[src/rtl/obuf_pkg.sv]
package obuf_pkg;
  localparam int ADDR_W = 8;
  localparam int DATA_W = 16;

  typedef struct packed {
    logic [ADDR_W-1:0] addr;
    logic [DATA_W-1:0] data;
  } obuf_entry_t;
endpackage

[src/rtl/obuf_ram.sv]
module obuf_ram
  import obuf_pkg::*;
#(
  parameter int DEPTH = 8,
  localparam int IW = $clog2(DEPTH)
) (
  input  logic        clk_i,
  input  logic        we_i,
  input  logic [IW-1:0] waddr_i,
  input  obuf_entry_t wdata_i,
  input  logic [IW-1:0] raddr_i,
  output obuf_entry_t rdata_o
);
  obuf_entry_t mem [DEPTH];

  always_ff @(posedge clk_i) begin
    if (we_i) mem[waddr_i] <= wdata_i;
  end

  assign rdata_o = mem[raddr_i];
endmodule

[src/rtl/obuf_marks.sv]
module obuf_marks #(
  parameter int NMARK = 4,
  parameter int PW = 4,
  localparam int MW = $clog2(NMARK),
  localparam int CW = $clog2(NMARK + 1)
) (
  input  logic          clk_i,
  input  logic          rst_ni,
  input  logic          clr_i,
  input  logic          push_i,
  input  logic [PW-1:0] val_i,
  input  logic          pop_i,
  output logic [PW-1:0] head_o,
  output logic          empty_o
);
  logic [PW-1:0] slot [NMARK];
  logic [MW-1:0] hd, tl;
  logic [CW-1:0] cnt;
  logic full, take, room, grow;

  assign full    = (cnt == CW'(NMARK));
  assign empty_o = (cnt == '0);
  assign take    = pop_i && !empty_o;
  assign room    = !full || take;
  assign grow    = push_i && room;
  assign head_o  = slot[hd];

  // full queue: the new boundary replaces the newest one (interval merge)
  always_ff @(posedge clk_i) begin
    if (push_i && !clr_i) begin
      if (room) slot[tl] <= val_i;
      else      slot[tl - MW'(1)] <= val_i;
    end
  end

  always_ff @(posedge clk_i or negedge rst_ni) begin
    if (!rst_ni) begin
      hd  <= '0;
      tl  <= '0;
      cnt <= '0;
    end else if (clr_i) begin
      hd  <= '0;
      tl  <= '0;
      cnt <= '0;
    end else begin
      if (grow) tl <= tl + MW'(1);
      if (take) hd <= hd + MW'(1);
      cnt <= cnt + CW'(grow) - CW'(take);
    end
  end

  a_r10_mark_bound: assert property (@(posedge clk_i) disable iff (!rst_ni)
    cnt <= CW'(NMARK));
  a_r10_merge_holds: assert property (@(posedge clk_i) disable iff (!rst_ni)
    push_i && full && !pop_i && !clr_i |=> cnt == CW'(NMARK));
  a_r5_marks_cleared: assert property (@(posedge clk_i) disable iff (!rst_ni)
    clr_i |=> empty_o);
endmodule

[src/rtl/obuf_commit_gate.sv]
module obuf_commit_gate
  import obuf_pkg::*;
#(
  parameter int DEPTH = 8,
  parameter int NMARK = 4,
  localparam int IW = $clog2(DEPTH),
  localparam int PW = IW + 1
) (
  input  logic              clk_i,
  input  logic              rst_ni,
  input  logic              wr_valid_i,
  output logic              wr_ready_o,
  input  logic [ADDR_W-1:0] wr_addr_i,
  input  logic [DATA_W-1:0] wr_data_i,
  input  logic              ckpt_i,
  input  logic              commit_i,
  input  logic              rollback_i,
  output logic              dev_valid_o,
  input  logic              dev_ready_i,
  output logic [ADDR_W-1:0] dev_addr_o,
  output logic [DATA_W-1:0] dev_data_o
);
  logic [PW-1:0] wr_ptr, cmt_ptr, rd_ptr, used, mark_val, mark_head;
  logic full, wr_fire, dev_fire, mark_push, mark_pop, mark_empty, commit_take;
  obuf_entry_t wentry, rentry;

  assign used        = wr_ptr - rd_ptr;
  assign full        = (used == PW'(DEPTH));
  assign wr_ready_o  = !full;
  assign wr_fire     = wr_valid_i && wr_ready_o;
  assign dev_valid_o = (rd_ptr != cmt_ptr);
  assign dev_fire    = dev_valid_o && dev_ready_i;

  // boundary includes a write accepted in the same cycle
  assign mark_val    = wr_ptr + PW'(wr_fire);
  assign mark_push   = ckpt_i && !rollback_i;
  assign mark_pop    = commit_i && !rollback_i;
  assign commit_take = mark_pop && !mark_empty;

  assign wentry.addr = wr_addr_i;
  assign wentry.data = wr_data_i;
  assign dev_addr_o  = rentry.addr;
  assign dev_data_o  = rentry.data;

  obuf_ram #(.DEPTH(DEPTH)) u_ram (
    .clk_i   (clk_i),
    .we_i    (wr_fire),
    .waddr_i (wr_ptr[IW-1:0]),
    .wdata_i (wentry),
    .raddr_i (rd_ptr[IW-1:0]),
    .rdata_o (rentry)
  );

  obuf_marks #(.NMARK(NMARK), .PW(PW)) u_marks (
    .clk_i   (clk_i),
    .rst_ni  (rst_ni),
    .clr_i   (rollback_i),
    .push_i  (mark_push),
    .val_i   (mark_val),
    .pop_i   (mark_pop),
    .head_o  (mark_head),
    .empty_o (mark_empty)
  );

  always_ff @(posedge clk_i or negedge rst_ni) begin
    if (!rst_ni) begin
      wr_ptr  <= '0;
      cmt_ptr <= '0;
      rd_ptr  <= '0;
    end else begin
      if (rollback_i)   wr_ptr <= cmt_ptr;
      else if (wr_fire) wr_ptr <= wr_ptr + PW'(1);
      if (commit_take)  cmt_ptr <= mark_head;
      if (dev_fire)     rd_ptr <= rd_ptr + PW'(1);
    end
  end

  a_r8_no_overrun: assert property (@(posedge clk_i) disable iff (!rst_ni)
    (wr_ptr - rd_ptr) <= PW'(DEPTH));
  a_r4_commit_within_fill: assert property (@(posedge clk_i) disable iff (!rst_ni)
    (cmt_ptr - rd_ptr) <= (wr_ptr - rd_ptr));
  a_r5_rollback_trim: assert property (@(posedge clk_i) disable iff (!rst_ni)
    rollback_i |=> wr_ptr == $past(cmt_ptr));
  a_r9_hold_stable: assert property (@(posedge clk_i) disable iff (!rst_ni)
    dev_valid_o && !dev_ready_i |=> dev_valid_o && $stable(dev_addr_o) && $stable(dev_data_o));
  a_r7_commit_only_on_request: assert property (@(posedge clk_i) disable iff (!rst_ni)
    !commit_i |=> $stable(cmt_ptr));
endmodule

[config.mk]
export PLATFORM = sky130hd
export DESIGN_NAME = obuf_commit_gate
export DESIGN_NICKNAME = d
export VERILOG_FILES = /design/src/rtl/obuf_pkg.sv /design/src/rtl/obuf_ram.sv /design/src/rtl/obuf_marks.sv /design/src/rtl/obuf_commit_gate.sv
export SDC_FILE = /design/constraint.sdc
export NUM_CORES = 1
export LEC_CHECK = 0
export BUFFER_PORTS_ARGS = -buffer_cell sky130_fd_sc_hd__buf_2
export CAP_MARGIN = 5
export CELL_PAD_IN_SITES_DETAIL_PLACEMENT = 0
export CELL_PAD_IN_SITES_GLOBAL_PLACEMENT = 1
export CORE_ASPECT_RATIO = 1.5
export CORE_UTILIZATION = 30
export CTS_CLUSTER_DIAMETER = 120
export DETAILED_ROUTE_END_ITERATION = 12
export MAX_ROUTING_LAYER = met4
export PLACE_DENSITY_LB_ADDON = 0.05
export REMOVE_ABC_BUFFERS = 1
export SETUP_SLACK_MARGIN = 0.02
export SLEW_MARGIN = 10
export SYNTH_ARGS = -nofsm -noshare
export SYNTH_HDL_FRONTEND = slang
export SYNTH_SLANG_ARGS = --single-unit
[constraint.sdc]
create_clock -name clk_i -period 10.6 [get_ports clk_i]
set_input_delay 1.59 -clock clk_i [delete_from_list [all_inputs] [get_ports clk_i]]
set_output_delay 1.59 -clock clk_i [all_outputs]
set_load 0.05 [all_outputs]
==> summary.md, run 1 <==
| Metric | Value |
|---|---|
| Filler cells | `2851` |
| Post-CTS repair timing setup buffer count | `0` |
| Site Rows | `slightly below 80` |
| Gr ovfl total | `0` |
| Post-synth cell types | `38` |
| DP HPWL | `11.20 mm` |
| Most frequent cells in the layout | `208 x edfxtp_1, 82 x nand2_1, 56 x buf_2` |
| P&R area growth vs syn | `17.13%` |
| Metal2 WL | `around 11 mm` |
| Final-report hold violation count | `0` |
| Post-Synthesis Cells | `approximately 480` |
| Status | `complete, no violations` |
| Max FO, Critical Path | `30` |
| First-pass GRT wire length | `around 31 mm` |
| DR pass1 iterations | `4` |
| Slowest-stage cell, CP | `dfrtp_4` |
| Final wirelength | `19.99 mm` |
| Clk_lat worst skew | `0.52 ns` |
| Ys Warns | `0` |
| Die H | `214.3 um` |
| Synth Area in Simple Gates | `6.234%` |
| Crit. End Element | `output pin` |
| Max-slew headroom | `31.69%` |
| Area leader, netlist | `edfxtp_1` |
| EDFF count, synth | `around 210` |
| Clock Skew | `0.01472 ns` |
| Clock Sinks | `227` |
| Die Area | `30750 um2` |
| Post-Synth Adder-Cell Area | `1.472%` |
| Syn Std Cell Area | `~9000 um2` |
| Buffers on Ports | `between 50 and 60` |
| Worst hold path class | `flip-flop to flip-flop` |
| H-tree depth | `1` |
| Share of cells above drive strength 1 | `29.47%` |
| Iter 0 DRT Violations | `180` |
| Crit path DAT | `3.33 ns` |
| Most common cell after layout, fill and taps aside | `edfxtp_1` |
| Fmax | `203.3 MHz` |
| Top routing layer used | `met4` |
| Final WS setup | `5.681 ns` |
| Placer Congestion | `0.7004` |
| Hold Buf Count CTS | `0` |
| Power per standard cell area | `300.0 nW/um2` |
| Place WS | `6.107 ns` |
| Final period utilization | `46.41%` |
| FFs w/ async S/R, synth | `8.370%` |
| Num CTS Buffers | `24` |
| R2R setup slack | `6.88 ns` |
| Worst VDD drop | `0.0001292 V` |
| Top post-synthesis cells by area | `edfxtp_1 69%, mux4_2 13%, dfrtp_1 5.3%, nand2_1 3.4%, ha_1 1.2%` |
| Register bit count reported by yosys | `~230` |
| Total GRT Usage | `14.21%` |
| Worst path required time | `9.01 ns` |
| Max-cap viol count | `0` |
| CORE AREA | `29480 um2` |
| DRT met1 WL | `7.795 mm` |
| Slowest stage delay, CP | `0.74 ns` |
| CTS tree | `done` |
| Post-synthesis compound-gate area fraction | `0.8748%` |
| CP top delay family | `buffers and inverters` |
| Starting density of the core | `30.57%` |
| Setup TNS | `0 ns` |
| Post-synthesis xor/xnor area fraction | `between 1.5 and 2%` |
| Top FF cell, synth | `edfxtp_1` |
| Met3 wire len | `711 um` |
| Die width | `143.5 um` |
| Yosys top cell area share | `69.31%` |
| Clock root cell | `clkbuf_16` |
| P_leak | `3.620 nW` |
| Pin count of the biggest net entering global routing | `54` |
| # IOs | `57` |
| Routed vias/inst | `4.631` |
| Largest family of logic cells by synthesized area | `multiplexers` |
| Worst Path Buf+Inv | `3` |
| Remaining DRCs | `0` |
| Multiplexer area fraction after synthesis | `13.73%` |
| Remaining antenna violation count | `0` |
| Crit-path cells | `buf_4, ha_1, nor2b_1, xnor2_1, nor4_4, inv_2, buf_2` |
| Least-Margin Pin Slew | `1.015 ns` |
| Initial antenna violation count | `3` |
| Setup violations, final | `0` |
| CP Class | `flip-flop to output pin` |
| Vias | `around 4500` |
| CTS clk-pin slew, worst paths | `around 0.06 ns` |
| Post-cts sizing count | `0` |
| Seq/Total Area, Yosys | `74.59%` |
| WL per Instance | `between 20 and 25 um` |
| Final #Nets | `just under 600` |
| Crit path launch type | `flip-flop` |
| Final min period | `4.919 ns` |
| Syn Area/Cell | `18.70 um2` |
| RSZ-0062 raised after global routing | `false` |
| Max Slew Vio Count | `0` |
| Vias in the first global route | `5068` |
| CTS max path bufs | `3` |
cell usage after synthesis, types with 5 or more instances:
| cell | instances |
|---|---|
| edfxtp_1 | 208 |
| mux4_2 | 52 |
| buf_2 | 5 |
| inv_1 | 10 |
| nand2_1 | 82 |
| clkbuf_1 | 14 |
| mux2_2 | 5 |
| nor2_1 | 14 |
| ha_1 | 9 |
| xor2_1 | 7 |
| xnor2_1 | 10 |
| dfrtp_1 | 19 |
| nor4_1 | 6 |
cell families (layout without fill, tap and decap cells):
kind of cell,after synthesis,in the layout
flip-flops,227,227
buffers and inverters,33,121
other,0,3
AO/OA/AOI/OAI,12,12
AND/OR/NAND/NOR,125,125
XOR/XNOR,17,17
adder cells (fa/ha/maj),10,10
multiplexers,58,58
stage by stage:
step | util [%] | total power [mW] | area [um2] | hold WS [ns] | std cells
6_report | 35.80 | 3.167 | 10560 | 0.5383 | 968
5_1_grt | 35.80 | 3.348 | 10560 | 0.5926 | 968
4_1_cts | 35.78 | 3.246 | 10550 | 0.5479 | 965
3_5_place_dp | 33.33 | 2.442 | 9827 | 0.5359 | 924
3_3_place_gp | 33.33 | 2.424 | 9827 | 0.5281 | 924
2_1_floorplan | - | 2.100 | 8930 | 0.4866 | 462
final cells by class:
| class | instances | area, um2 | share of cell area [%] |
|---|---|---|---|
| Clock buffer | 31 | 648.1 | 6.140 |
| Multi-Input combinational cell | 222 | 2192 | 20.77 |
| Clock inverter | 10 | 72.57 | 0.6875 |
| Tap cell | 395 | 494.2 | 4.682 |
| Timing Repair Buffer | 67 | 362.8 | 3.438 |
| Antenna cell | 3 | 7.507 | 0.07112 |
| Sequential cell | 227 | 6729 | 63.75 |
| Inverter | 13 | 48.80 | 0.4623 |
per-layer routing:
layer | global-route usage, % | vias up
met3 | 2.345 | 25
met2 | 25.70 | 68
met5 | - | -
met4 | 4.397 | 0
li1 | - | 2031
met1 | 15.67 | 2359
registers in the layout, summed over array words and instances, names as in the netlist:
signal and flops:
u_marks.hd 2, u_marks.slot 16, u_marks.tl 2, rd_ptr 4, wr_ptr 4, u_ram.mem 192
u_marks.cnt 3, cmt_ptr 4
final timing paths:
kind / from / end / depth (start not counted)
worst min register to register: rd_ptr[3] / rd_ptr[3] / 1
worst max register to register: rd_ptr[0] / u_marks.slot[2][2] / 11
worst min-delay path: rd_ptr[3] / rd_ptr[3] / 1
min in group asynchronous: rst_ni / cmt_ptr[2] / 1
max in group asynchronous: rst_ni / rd_ptr[1] / 1
worst max-delay path: rd_ptr[0] / wr_ready_o / 7
power breakdown:
group          internal, mW  switching [mW]  total [mW]
clock network         0.452           0.337       0.789
logic                 0.390           0.698        1.09
registers              1.15           0.142        1.29
total                  1.99            1.18        3.17
(Power assumes the default switching activity.)
==> run 2: changes to the inputs <==
clock period = 4 ns   (was 10.6 ns; I/O delays follow)
==> run 2 against run 1 <==
- sequential share of layout area fell by 0.062 points
- core utilization hardly changed
- non-clock buffer count rose by 3
- via count about the same
- final area hardly changed
- sequential power grew to 2.5 times the previous value
- sequential cell count stayed put
==> summary.md, run 2 (same netlist as run 1, synthesis figures left out) <==
| Metric | Value |
|---|---|
| First-pass GRT wire length | `31.22 mm (+1.4%)` |
| Post-cts sizing count | `0 (unchanged)` |
| Sw Share | `37.18% (about the same)` |
| Crit path DAT | `2.63 ns (-0.70 ns)` |
| Final Non-Filler Cells | `971 (+0.31%)` |
| Seq pwr share | `39.0% (-1.7 points)` |
| CTS max path bufs | `3 (unchanged)` |
| Crit-path cells | `buf_4, mux4_2, nand2_1, nand2_1, buf_2` |
| FF+latch area | `6726 um2 (about the same)` |
| WL per Instance | `21.04 um (+1.9%)` |
| Logic pwr share | `36.6% (+2.2 points)` |
| Final period utilization | `80.70%` |
| RSZ-0062 raised after global routing | `false` |
| Remaining DRCs | `0 (unchanged)` |
| Worst hold path class | `primary input to async pin` |
| Crit path launch type | `flip-flop` |
| Slowest stage delay, CP | `0.63 ns (-0.11 ns)` |
| Post-CTS repair timing setup buffer count | `0 (unchanged)` |
| Max Slew Vio Count | `0 (unchanged)` |
| Worst VDD drop | `0.0003671 V (+180%)` |
| Num CTS Buffers | `23 (-4.2%)` |
| Worst path required time | `3.40 ns (-5.61 ns)` |
| Post-route design area | `10560 um2 (about the same)` |
| Final min period | `3.228 ns` |
| Max reg flops | `192 (unchanged)` |
| Slowest-stage cell, CP | `dfrtp_4` |
| Filler cells | `2848 (-0.11%)` |
| Dpl cell area | `9847 um2 (+0.20%)` |
| Internal power | `5.269 mW (+160%)` |
| Fmax | `about 310 MHz` |
| Power per standard cell area | `794.2 nW/um2 (+160%)` |
| Least-Margin Pin Slew | `1.007 ns (-0.008060 ns)` |
| Clock Sinks | `227 (unchanged)` |
| Vias in the first global route | `5048 (-0.39%)` |
| Vias | `4487 (+0.089%)` |
| # IOs | `57 (unchanged)` |
| R2R setup slack | `1.14 ns (-5.74 ns)` |
| DR pass1 iterations | `4 (unchanged)` |
| Footprint of the multi-input gates | `2192 um2 (unchanged)` |
| Setup violations, final | `0 (unchanged)` |
| Max-slew headroom | `32.23% (+0.54 points)` |
| Tot Pwr | `8.387 mW (+160%)` |
| Clock root cell | `clkbuf_16` |
| DP HPWL | `11.75 mm (+4.8%)` |
| Sw Pwr | `3.119 mW (+160%)` |
| Gr ovfl total | `0 (unchanged)` |
| Buffers on Ports | `56 (unchanged)` |
| Clock Skew | `0.01355 ns (-0.001173 ns)` |
| Clock share of power | `24.4% (-0.5 points)` |
| Top flop regs | `u_ram.mem: 192 flops, u_marks.slot: 16 flops` |
| Routed vias/inst | `4.621 (-0.22%)` |
| Die Area | `30750 um2 (unchanged)` |
| Placer Congestion | `0.6977 (-0.39%)` |
| Crit. End Element | `output pin` |
| P_leak | `3.628 nW (+0.24%)` |
| P&R area growth vs syn | `17.20% (about the same)` |
| Max-cap viol count | `0 (unchanged)` |
| Final-report hold violation count | `0 (unchanged)` |
| Most flops, register | `u_ram.mem` |
| Total GRT Usage | `14.44% (+0.23 points)` |
| Remaining antenna violation count | `0 (unchanged)` |
| Die width | `143.5 um (unchanged)` |
| Initial antenna violation count | `3 (unchanged)` |
| Starting density of the core | `30.57% (unchanged)` |
| Most frequent cells in the layout | `208 x edfxtp_1, 82 x nand2_1, 56 x buf_2` |
| CTS clk-pin slew, worst paths | `0.06 ns (about the same)` |
| CORE AREA | `29480 um2 (unchanged)` |
| Die H | `214.3 um (unchanged)` |
| Status | `complete, no violations` |
| Most common cell after layout, fill and taps aside | `edfxtp_1` |
| Pin count of the biggest net entering global routing | `53 (-1.9%)` |
| Iter 0 DRT Violations | `187 (+3.9%)` |
| Most used cell, CP | `nand2_1` |
| Max FO, Critical Path | `23 (-23%)` |
| Final #Nets | `598 (+0.34%)` |
| Share of cells above drive strength 1 | `29.67% (+0.19 points)` |
| Placed cells | `927 (+0.32%)` |
| CP Class | `flip-flop to output pin` |
| CTS tree | `done` |
| H-tree depth | `1 (unchanged)` |
| Final core occ | `35.82% (about the same)` |
| Hold Buf Count CTS | `0 (unchanged)` |
| Site Rows | `77 (unchanged)` |
| Clk_lat worst skew | `0.51 ns (about the same)` |
| Final wirelength | `20.43 mm (+2.2%)` |
run 2: power groups by stage:
stage	Clock [mW]	Combinational, mW	Sequential, mW
2_1_floorplan	0	2.14	3.42
3_3_place_gp	0	3.16	3.32
3_5_place_dp	0	3.17	3.33
4_1_cts	2.13	3.18	3.28
5_1_grt	2.20	3.33	3.32
6_report	2.05	3.07	3.27
run 2: routing by layer:
layer	up-vias	routed length, um	part of all wire [%]	global-route usage (%)
met5	-	0	0	-
met1	2339	8104	40	16.64
met3	34	895	4.4	2.479
met2	82	10960	54	25.16
met4	0	471	2.3	4.716
li1	2032	-	-	-
run 2: worst paths after layout:
path,from,end,cells after the start
max in group asynchronous,rst_ni,rd_ptr[0],1
min,rst_ni,u_marks.cnt[0],1
max,rd_ptr[0],dev_data_o[4],5
min reg2reg,rd_ptr[3],rd_ptr[3],1
min in group clk_i,wr_data_i[10],u_ram.mem[1][10],1
max reg2reg,wr_ptr[0],u_marks.slot[1][2],11
run 2: metrics by stage:
step                setup slack (ns)  hold WS [ns]  TNS (ns)
global route                  0.5782       0.06079         0
floorplan                     -2.006        0.3044   -253.32
global placement               1.190        0.5400         0
finish                        0.7720       0.04766         0
detailed placement             1.122        0.5336         0
CTS                           0.6473       0.04511         0
run 2: area by class of cell:
| cell class | instances | share of cell area (%) |
|---|---|---|
| Sequential cell | 227 | 63.69 |
| Multi-Input combinational cell | 222 | 20.76 |
| Clock buffer | 34 | 6.125 |
| Tap cell | 395 | 4.680 |
| Timing Repair Buffer | 70 | 3.649 |
| Clock inverter | 7 | 0.5687 |
| Inverter | 13 | 0.4620 |
| Antenna cell | 3 | 0.07108 |
run 2: worst max-delay path: cells and delay by family (launching register included):
kind                   cells  cell delay [ns]
flip-flops                 1             0.63
buffers and inverters      2             0.73
multiplexers               1             0.57
AND/OR/NAND/NOR            2             0.17
==> run 3: changes to the inputs <==
clock period = 2.9 ns   (was 4 ns; I/O delays follow)
==> run 3 against run 2 <==
- non-clock buffer count up 10
- total power up 42%
- first-iteration DRC count up 13%
- critical path type unchanged
- largest power group is now combinational logic
==> summary.md, run 3 (same netlist as run 1, synthesis figures left out) <==
| Metric | Value |
|---|---|
| Die width | `143.5 um (unchanged)` |
| Clock Skew | `0.01268 ns (-0.0008619 ns)` |
| Slowest stage delay, CP | `0.58 ns (-0.05 ns)` |
| Final wirelength | `21.50 mm (+5.2%)` |
| Final min period | `roughly 2.7 ns` |
| Crit Reg-Reg Startpoint | `rd_ptr[0]` |
| WL per Instance | `21.89 um (+4.0%)` |
| Gr ovfl total | `0 (unchanged)` |
| Die H | `214.3 um (unchanged)` |
| Crit. End Element | `output pin` |
| CORE AREA | `29480 um2 (unchanged)` |
| Remaining antenna violation count | `0 (unchanged)` |
| Buffers on Ports | `56 (unchanged)` |
| Final-report hold violation count | `0 (unchanged)` |
| Most used cell, CP | `nand2_1` |
| Max reg flops | `192 (unchanged)` |
| Hold worst-path end | `u_ram.mem[3][0]` |
| DR pass1 iterations | `4 (unchanged)` |
| Least-Margin Pin Slew | `0.5013 ns (-0.5059 ns)` |
| Crit-path cells | `buf_16, mux4_2, nand2_1, nand2_1, buf_2` |
| Status | `complete, no violations` |
| Worst reg-to-reg path cell count | `10 (-1)` |
| CP Class | `flip-flop to output pin` |
| Max-slew headroom | `66.58% (+34 points)` |
| First-pass GRT wire length | `32.50 mm (+4.1%)` |
| DP HPWL | `12.72 mm (+8.3%)` |
| Total GRT Usage | `15.07% (+0.62 points)` |
| Clock Sinks | `227 (unchanged)` |
| Power per standard cell area | `1105 nW/um2 (+39%)` |
| Top flop regs | `u_ram.mem: 192 flops, u_marks.slot: 16 flops` |
| Most frequent cells in the layout | `208 x edfxtp_1, 82 x nand2_1, 56 x buf_2` |
| Slowest-stage cell, CP | `mux4_2` |
| Clk_lat worst skew | `0.51 ns (about the same)` |
| # IOs | `57 (unchanged)` |
| CTS tree | `done` |
| WHS | `0.1968 ns (+0.1491 ns)` |
| Most flops, register | `u_ram.mem` |
| CTS clk-pin slew, worst paths | `0.06 ns (about the same)` |
| FF-to-FF End | `u_marks.slot[3][2]` |
| RSZ-0062 raised after global routing | `false` |
| Num CTS Buffers | `24 (+4.3%)` |
| R2R setup slack | `0.42 ns (-0.72 ns)` |
| HP Start | `wr_data_i[0]` |
| Share of cells above drive strength 1 | `31.06% (+1.4 points)` |
| Max FO, Critical Path | `26 (+13%)` |
| Starting density of the core | `30.57% (unchanged)` |
| Pin count of the biggest net entering global routing | `53 (unchanged)` |
| Most common cell after layout, fill and taps aside | `edfxtp_1` |
| Routed vias/inst | `4.678 (+1.2%)` |
| P&R area growth vs syn | `19.62%` |
| P_leak | `3.725 nW (+2.7%)` |
| Site Rows | `77 (unchanged)` |
| H-tree depth | `1 (unchanged)` |
| Vias | `4594 (+2.4%)` |
| Remaining DRCs | `0 (unchanged)` |
| Placer Congestion | `0.6968 (-0.13%)` |
| Worst path required time | `2.47 ns (-0.93 ns)` |
| Initial antenna violation count | `1 (-2)` |
| Max Slew Vio Count | `0 (unchanged)` |
| Setup violations, final | `0 (unchanged)` |
| Final period utilization | `92.48%` |
| Worst Path Buf+Inv | `2 (unchanged)` |
| Setup TNS | `0 ns (unchanged)` |
| CP top delay family | `multiplexers` |
| Max-cap viol count | `0 (unchanged)` |
| CTS max path bufs | `3 (unchanged)` |
| Crit path launch type | `flip-flop` |
| Clock root cell | `clkbuf_16` |
| Worst hold path class | `primary input to flip-flop` |
| Die Area | `30750 um2 (unchanged)` |
| Worst VDD drop | `0.0004682 V (+28%)` |
| Vias in the first global route | `5087 (+0.77%)` |
| Hold depth | `1` |
| Fmax | `372.9 MHz` |
| Iter 0 DRT Violations | `212 (+13%)` |
| Crit path DAT | `2.25 ns (-0.38 ns)` |
| Final #Nets | `609 (+1.8%)` |
==> run 3: power breakdown <==
part           total (mW)  internal (mW)  switching, mW
logic                4.57           1.59           2.99
clock network        2.93           1.68           1.25
registers            4.41           4.19          0.221
==> run 3: area by class of cell <==
type	count	area (um2)
Fill cell	2851	18700
Sequential cell	227	6726
Antenna cell	1	2.502
Inverter	13	48.80
Clock inverter	13	103.9
Multi-Input combinational cell	222	2192
Tap cell	395	494.2
Timing Repair Buffer	80	563.0
Clock buffer	31	648.1
==> run 3: through the flow <==
step / cell area, um2 / worst slack (ns) / util [%] / cells / total power [mW]
after detailed placement: 9982 / 0.4206 / 33.86 / 935 / 9.146
after global routing: 10780 / 0.05811 / 36.56 / 982 / 12.58
after global placement: 9982 / 0.4452 / 33.86 / 935 / 9.109
after floorplan: 8930 / -3.106 / - / 462 / 7.675
final: 10780 / 0.2181 / 36.56 / 982 / 11.91
after CTS: 10750 / 0.03166 / 36.47 / 980 / 12.13
==> run 3: how the worst max path moves through the flow <==
stage / to / slack (ns) / cells after the start / start
4_1_cts: dev_data_o[9] / 0.03 / 5 / rd_ptr[0]
2_1_floorplan: u_ram.mem[0][0] / -3.11 / 7 / rd_ptr[0]
6_report: dev_data_o[9] / 0.22 / 5 / rd_ptr[0]
3_3_place_gp: u_ram.mem[4][19] / 0.45 / 10 / rd_ptr[2]
5_1_grt: wr_ready_o / 0.06 / 7 / rd_ptr[2]
3_5_place_dp: u_ram.mem[4][8] / 0.42 / 10 / rd_ptr[2]
==> run 3: metal layers <==
metal / global-route usage (%) / vias to the layer above / part of all wire (%)
met5: - / - / 0
met4: 3.511 / 0 / 1.6
met3: 2.166 / 24 / 4.0
met2: 26.97 / 85 / 55
met1: 17.56 / 2430 / 39
li1: - / 2055 / -
==> run 3: what timing repair did <==
action,in CTS,in global routing
hold endpoints to repair,19,0
endpoints found under the setup margin,1,8
buffers inserted,0,0
hold buffers,1,0
gates cloned,0,1
gates resized for setup,1,0
